===== src/rtl/sop_pkg.sv =====
package sop_pkg;

  typedef enum logic [1:0] {
    SHK_LSL = 2'b00,
    SHK_LSR = 2'b01,
    SHK_ASR = 2'b10,
    SHK_ROR = 2'b11
  } shiftKind_t;

  // strobes from control to datapath, at most one of the select group high
  typedef struct packed {
    logic useImm;      // rotated constant path
    logic passThru;    // operand = Rm, carry = C
    logic smallShift;  // amount 1..DATA_W-1
    logic exactFull;   // amount exactly DATA_W
    logic beyondFull;  // amount above DATA_W
    logic dirLeft;     // logical left shift
    logic arith;       // arithmetic right shift
    logic unsupported; // rotate kind on a shift path
  } sopStrobes_t;

endpackage


===== src/rtl/sop_ctrl.sv =====
module sop_ctrl
  import sop_pkg::*;
#(
  parameter int DATA_W   = 32,
  parameter int AMT_W    = 8,
  parameter int IMMAMT_W = 5
) (
  input  logic [1:0]          shiftType,
  input  logic [IMMAMT_W-1:0] shiftImm,
  input  logic [AMT_W-1:0]    rsAmt,
  input  logic                regShiftSel,
  input  logic                immSel,
  output sopStrobes_t         strobes,
  output logic [AMT_W-1:0]    amount
);

  localparam logic [AMT_W-1:0] FULL_AMT = AMT_W'(DATA_W);

  shiftKind_t kind;
  logic       isRor;
  logic       immZeroRight;
  logic       shiftPath;

  always_comb begin
    kind         = shiftKind_t'(shiftType);
    isRor        = (kind == SHK_ROR);
    shiftPath    = !immSel && !isRor;
    amount       = regShiftSel ? rsAmt : AMT_W'(shiftImm);
    // the instruction field cannot encode 32, so zero stands in for it on right shifts
    immZeroRight = !regShiftSel && (shiftImm == '0) &&
                   (kind == SHK_LSR || kind == SHK_ASR);

    strobes             = '0;
    strobes.useImm      = immSel;
    strobes.unsupported = !immSel && isRor;
    strobes.dirLeft     = (kind == SHK_LSL);
    strobes.arith       = (kind == SHK_ASR);
    strobes.passThru    = strobes.unsupported ||
                          (shiftPath && amount == '0 && !immZeroRight);
    strobes.smallShift  = shiftPath && amount != '0 && amount < FULL_AMT;
    strobes.exactFull   = shiftPath && (amount == FULL_AMT || immZeroRight);
    strobes.beyondFull  = shiftPath && amount > FULL_AMT;
  end

endmodule


===== src/rtl/sop_rshift.sv =====
module sop_rshift #(
  parameter int W  = 33,
  parameter int AW = 5
) (
  input  logic [W-1:0]  din,
  input  logic [AW-1:0] amt,
  input  logic          fill,
  output logic [W-1:0]  dout
);

  logic [W-1:0] stg [AW+1];

  assign stg[0] = din;

  for (genvar k = 0; k < AW; k++) begin : g_stage
    localparam int STEP = 1 << k;
    assign stg[k+1] = amt[k] ? {{STEP{fill}}, stg[k][W-1:STEP]} : stg[k];
  end

  assign dout = stg[AW];

endmodule


===== src/rtl/sop_dpath.sv =====
module sop_dpath
  import sop_pkg::*;
#(
  parameter int DATA_W = 32,
  parameter int AMT_W  = 8,
  parameter int IMM_W  = 8,
  parameter int ROT_W  = 4
) (
  input  logic [DATA_W-1:0] rmVal,
  input  logic [AMT_W-1:0]  amount,
  input  logic [IMM_W-1:0]  imm8,
  input  logic [ROT_W-1:0]  rot4,
  input  logic              carryIn,
  input  sopStrobes_t       strobes,
  output logic [DATA_W-1:0] operand,
  output logic              carryOut
);

  localparam int SH_W  = $clog2(DATA_W);
  localparam int EXT_W = DATA_W + 1;   // one guard bit catches the last bit out
  localparam int RA_W  = ROT_W + 1;

  logic [DATA_W-1:0] revRm;
  logic [DATA_W-1:0] shIn;
  logic [EXT_W-1:0]  shOut;
  logic [DATA_W-1:0] shBody;
  logic [DATA_W-1:0] revBody;
  logic [DATA_W-1:0] smallRes;
  logic              smallCarry;
  logic              signBit;

  assign signBit = rmVal[DATA_W-1];

  for (genvar i = 0; i < DATA_W; i++) begin : g_rev
    assign revRm[i]   = rmVal[DATA_W-1-i];
    assign revBody[i] = shBody[DATA_W-1-i];
  end

  // left shifts reuse the right shifter on the bit-reversed word
  assign shIn = strobes.dirLeft ? revRm : rmVal;

  sop_rshift #(.W(EXT_W), .AW(SH_W)) u_rsh (
    .din  ({shIn, 1'b0}),
    .amt  (amount[SH_W-1:0]),
    .fill (strobes.arith & signBit),
    .dout (shOut)
  );

  assign shBody     = shOut[EXT_W-1:1];
  assign smallCarry = shOut[0];
  assign smallRes   = strobes.dirLeft ? revBody : shBody;

  // rotated constant
  logic [DATA_W-1:0]   immExt;
  logic [2*DATA_W-1:0] immDbl;
  logic [RA_W-1:0]     rotAmt;
  logic [DATA_W-1:0]   immRes;
  logic                immCarry;

  assign immExt   = DATA_W'(imm8);
  assign rotAmt   = {rot4, 1'b0};
  assign immDbl   = {immExt, immExt} >> rotAmt;
  assign immRes   = immDbl[DATA_W-1:0];
  assign immCarry = (rot4 == '0) ? carryIn : immRes[DATA_W-1];

  always_comb begin
    operand  = rmVal;
    carryOut = carryIn;
    if (strobes.useImm) begin
      operand  = immRes;
      carryOut = immCarry;
    end else if (strobes.passThru) begin
      operand  = rmVal;
      carryOut = carryIn;
    end else if (strobes.smallShift) begin
      operand  = smallRes;
      carryOut = smallCarry;
    end else if (strobes.exactFull) begin
      operand  = strobes.arith ? {DATA_W{signBit}} : '0;
      carryOut = strobes.dirLeft ? rmVal[0] : signBit;
    end else if (strobes.beyondFull) begin
      operand  = strobes.arith ? {DATA_W{signBit}} : '0;
      carryOut = strobes.arith & signBit;
    end
  end

endmodule


===== src/rtl/sop_unit.sv =====
module sop_unit
  import sop_pkg::*;
#(
  parameter int DATA_W   = 32,
  parameter int AMT_W    = 8,
  parameter int IMMAMT_W = 5,
  parameter int IMM_W    = 8,
  parameter int ROT_W    = 4
) (
  input  logic [DATA_W-1:0]   rmVal,
  input  logic [DATA_W-1:0]   rsVal,
  input  logic [1:0]          shiftType,
  input  logic [IMMAMT_W-1:0] shiftImm,
  input  logic                regShiftSel,
  input  logic                immSel,
  input  logic [IMM_W-1:0]    imm8,
  input  logic [ROT_W-1:0]    rot4,
  input  logic                carryIn,
  output logic [DATA_W-1:0]   operand,
  output logic                carryOut,
  output logic                unsupported
);

  sopStrobes_t      strobes;
  logic [AMT_W-1:0] amount;

  sop_ctrl #(.DATA_W(DATA_W), .AMT_W(AMT_W), .IMMAMT_W(IMMAMT_W)) u_ctrl (
    .shiftType   (shiftType),
    .shiftImm    (shiftImm),
    .rsAmt       (rsVal[AMT_W-1:0]),
    .regShiftSel (regShiftSel),
    .immSel      (immSel),
    .strobes     (strobes),
    .amount      (amount)
  );

  sop_dpath #(.DATA_W(DATA_W), .AMT_W(AMT_W), .IMM_W(IMM_W), .ROT_W(ROT_W)) u_dpath (
    .rmVal    (rmVal),
    .amount   (amount),
    .imm8     (imm8),
    .rot4     (rot4),
    .carryIn  (carryIn),
    .strobes  (strobes),
    .operand  (operand),
    .carryOut (carryOut)
  );

  assign unsupported = strobes.unsupported;

endmodule


===== config.mk =====
export PLATFORM = sky130hd
export DESIGN_NAME = sop_unit
export DESIGN_NICKNAME = d
export VERILOG_FILES = /design/src/rtl/sop_pkg.sv /design/src/rtl/sop_ctrl.sv /design/src/rtl/sop_rshift.sv /design/src/rtl/sop_dpath.sv /design/src/rtl/sop_unit.sv
export SDC_FILE = /design/constraint.sdc
export NUM_CORES = 1
export LEC_CHECK = 0
export BUFFER_PORTS_ARGS = -buffer_cell sky130_fd_sc_hd__clkbuf_2
export CAP_MARGIN = 40
export CORE_MARGIN = 2
export CORE_UTILIZATION = 50
export DETAILED_ROUTE_END_ITERATION = 10
export PLACE_DENSITY = 0.78
export SLEW_MARGIN = 10
export SYNTH_ARGS = -nofsm -noshare
export SYNTH_HDL_FRONTEND = slang
export SYNTH_SLANG_ARGS = --single-unit

===== constraint.sdc =====
create_clock -name vclk -period 2.9
set_input_delay 0.29 -clock vclk [all_inputs]
set_output_delay 0.29 -clock vclk [all_outputs]
set_load 0.1 [all_outputs]

==> results of run 1 <==
repair_timing:
item | 4_1_cts
pin swaps | 45
hold endpoints to repair | 0
buffers inserted | 25
gates cloned | 2
resized for setup | 95
endpoints found under the setup margin | 33
synth_stat cells (8+ instances only):
library cell   n
mux4_2        24
a31oi_1        9
nor2_1        86
o221ai_1      20
a21oi_1       33
buf_2         14
nand3_1        8
a22oi_1       17
mux2i_1       48
o21ai_0       30
o22a_1         9
mux2_2        10
nand2_1       60
nor3_1         9
o211ai_1       8
o22ai_1       33
a221o_1        9
clkbuf_1      21
logic make-up after synthesis:
kind of cell,Yosys count,share of synthesized area
compound gates,225,0.4099
fa+ha+maj,4,0.01282
buf+inv,51,0.06218
mux,85,0.3038
simple gates,192,0.2112
per-stage QoR:
stage,setup slack (ps),hold slack [ps],utilization,TNS (ps)
global placement,-256.5,1225,0.7912,-4696
floorplan,-533.9,1010,-,-2256
detailed placement,-297.0,1233,0.7912,-7091
CTS,-100.5,1234,0.8779,-836.1
layer usage:
layer / track usage / overflow
met1: 0.7277 / 1
met2: 0.8996 / 7
met3: 0.6046 / 0
met4: 0.7550 / 12
met5: 0.4038 / 0
==> reports/results.txt, run 1 <==
FP Rows - 32
Placed Instances - 815
DIE HEIGHT - 92.36 microns
Top post-synthesis cells by area - mux4_2, mux2i_1, nor2_1
IO buf count - 96
Leading area contributor after synthesis - mux4_2
Synth warnings - 0
Grt ovf - 20
Die X - 92.36 microns
Synthesized area - 3904 sq um
First-pass GRT wire length - 48.07 mm
Net Count, Synth - 647
Sequential element share of the synthesized area - 0
Post-Place Cell Area - 6051 sq um
Synth cell types - 61
Cts hold-fix bufs - 0
Number of global-route vias before repair - 7,932
Status - did not finish
Largest net degree at the start of global routing - 25
Stopped at - global routing
Io pins - 120
GRT Util Overall - 0.7454
Top cell type's share of synthesized area - 0.1385
DP HPWL - 16.44 mm
Err - [ERROR GRT-0116] Global routing finished with congestion. Check the congestion regions in the DRC Viewer.
Initial core utilization - 0.5105
Cell count after synthesis - 557
GPL Wtd Cong - 1.175
Syn avg cell area - 7.009 sq um
==> run 2: changes to the inputs <==
--- a/config.mk
+++ b/config.mk
@@ -8,9 +8,9 @@
 export BUFFER_PORTS_ARGS = -buffer_cell sky130_fd_sc_hd__clkbuf_2
 export CAP_MARGIN = 40
 export CORE_MARGIN = 2
-export CORE_UTILIZATION = 50
+export CORE_UTILIZATION = 35
 export DETAILED_ROUTE_END_ITERATION = 10
-export PLACE_DENSITY = 0.78
+export PLACE_DENSITY_LB_ADDON = 0.15
 export SLEW_MARGIN = 10
 export SYNTH_ARGS = -nofsm -noshare
 export SYNTH_HDL_FRONTEND = slang
==> reports/results.txt, run 2 <==
Final ANT Viol Nets - 0
CP cell instances - clkbuf_16 > inv_12 > ha_4 > buf_12 > mux2i_4 > mux2i_4 > buf_4 > mux2i_2 > nand2_2 > a221oi_4 > nor2_4 > a221o_2 > buf_12
Commonest non-fill, non-tap cell in the layout - buf_4
Drt total wl - 23.35 mm
Area Growth Syn to Fin - 91.96%
Startpoint type of the worst setup path - primary input
DR pass1 iterations - 5
Layout cells sized above 1 - 0.5972
Final Cycle Share - 1.079
Max-Cap Viols - 0
WHS Path Cells - 6
Synthesized area - 3904 sq um (unchanged)
Slowest-stage cell, CP - a221o_2
Number of global-route vias before repair - 5,977
Setup CP Type - primary input to output pin
Most frequent cells in the layout - buf_4, nor2_1, clkbuf_2
Sequential element share of the synthesized area - 0 (unchanged)
Critical path fanouts, max - 3
Worst EP arrival - 2840 ps
First-pass GRT wire length - 34.16 mm
Die area - 12,010 sq um
DRC violations left - 0
Worst setup margin - -228.0 ps
Critical Path End Type - output pin
Initial antenna violation count - 0
Status - finished with violations
Antenna Cells - 0
Setup Viol. Count Final - 30
Worst-Margin Slew - 613.9 ps
WHS - 1246 ps
Max-Slew Margin vs Limit - 0.5864
Failing checks - negative setup slack
RSZ-0062 raised after global routing - yes
Slew Viols, Final - 0
Max Fclk - 0.3197 GHz
FP Rows - 38 (+19%)
Fin util - 0.6913
Die X - 109.6 microns (+19%)
DR WL/cell - 25.47 microns
Top post-synthesis cells by area - mux4_2, mux2i_1, nor2_1
Hold Path Class - primary input to output pin
Seq cells - 0
Hold Vio Cnt, Final - 0
IO buf count - 96 (unchanged)
Crit-path leading delay family - compound AO/OA/AOI/OAI gates
Via count - 6,290
Leakage power - 0.002902 uW
WP buf/inv - 5
Post-synth top cells - nor2_1, nand2_1, mux2i_1
Pwr Density - 343.2 nW/um^2
Core area - 10,840 sq um
Period minus WS final - 3128 ps
HP Start - imm8[1]
Net Count, Synth - 647 (unchanged)
Leading area contributor after synthesis - mux4_2
Synth cell types - 61 (unchanged)
Routed vias/inst - 6.859
Final-layout fill cell count - 838
GPL Wtd Cong - 1.059 (-9.9%)
Max rail drop VDD - 439.4 uV
Sequential Area - 0 sq um
CLK BUF - 0
CP startpoint - shiftType[0]
DIE HEIGHT - 109.6 microns (+19%)
Grt ovf - 0
Largest net degree at the start of global routing - 26
Top cell type's share of synthesized area - 0.1385 (unchanged)
Synth warnings - 0 (unchanged)
Place WS - -463.6 ps (-166.6 ps)
Io pins - 120 (unchanged)
DP HPWL - 18.17 mm (+11%)
Hold EP - operand[3]
Initial core utilization - 0.3601 (-0.1504)
Slowest stage delay, CP - 390 ps
Syn avg cell area - 7.009 sq um (unchanged)
Initial drt markers - 585
Req. time, crit path - 2610 ps
Cell count after synthesis - 557 (unchanged)
Most frequent cell after synthesis - nor2_1
Net count, final - 869
GRT Util Overall - 0.3797
-- run 2: cell counts after synthesis --
No cell type changed its count.
-- run 2: metal layers --
metal	wire [microns]	vias to the layer above	global-route usage
met2	10510	495	0.6023
met5	0	-	0
li1	-	2696	-
met1	9181	2994	0.5094
met3	2424	105	0.07410
met4	1234	0	0.1420
-- run 2: layout make-up --
class              instances  area, sq um  share of cell area
repair inverters           1        8.758            0.001169
repair buffers           264         2461              0.3284
multi-input cells        506         4790              0.6392
well taps                140        175.2             0.02338
inverters                  6        58.81            0.007848
-- run 2: per-stage QoR --
step | instances | total power (uW) | instance area, sq um | setup TNS [ps]
after global routing | 917 | 2646 | 7493 | -4487
after CTS | 910 | 2362 | 7041 | -1773
final | 917 | 2572 | 7493 | -3135
after floorplan | 557 | 1282 | 4329 | -2256
after detailed placement | 892 | 2161 | 6366 | -10450
after global placement | 892 | 2154 | 6366 | -9734
-- run 2: how the worst max path moves through the flow --
stage | to | slack (ps) | cells past startpoint
2_1_floorplan | operand[15] | -530 | 11
5_1_grt | operand[5] | -240 | 13
3_5_place_dp | operand[31] | -460 | 13
6_report | operand[26] | -230 | 13
3_3_place_gp | operand[0] | -420 | 13
4_1_cts | operand[1] | -140 | 15
-- run 2: timing repair --
| action | in CTS | in global routing |
|---|---|---|
| buffers inserted | 21 | 8 |
| gates resized for setup | 110 | 83 |
| hold endpoints to repair | 0 | 0 |
| gates cloned | 1 | 0 |
| hold buffers | 0 | 0 |
| endpoints found under the setup margin | 33 | 33 |
| pin swaps | 44 | 35 |
-- run 2: worst min-delay path, cell delays in order --
cell,delay [ps]
clkbuf_2,100
nand3_1,130
o22ai_1,110
nand2_1,90
o21ai_2,70
buf_12,170
-- run 2: cell families after synthesis --
family          after synthesis  share of synthesized area
simple gates                192                     0.2112
mux                          85                     0.3038
compound gates              225                     0.4099
fa+ha+maj                     4                    0.01282
buf+inv                      51                    0.06218
-- run 2: power by group --
group	switching [uW]	internal [uW]	total (uW)
logic	1520	1050	2570
registers	0	0	0
clock network	0	0	0
total	1520	1050	2570
No activity file was read; power rests on OpenSTA's default activity.
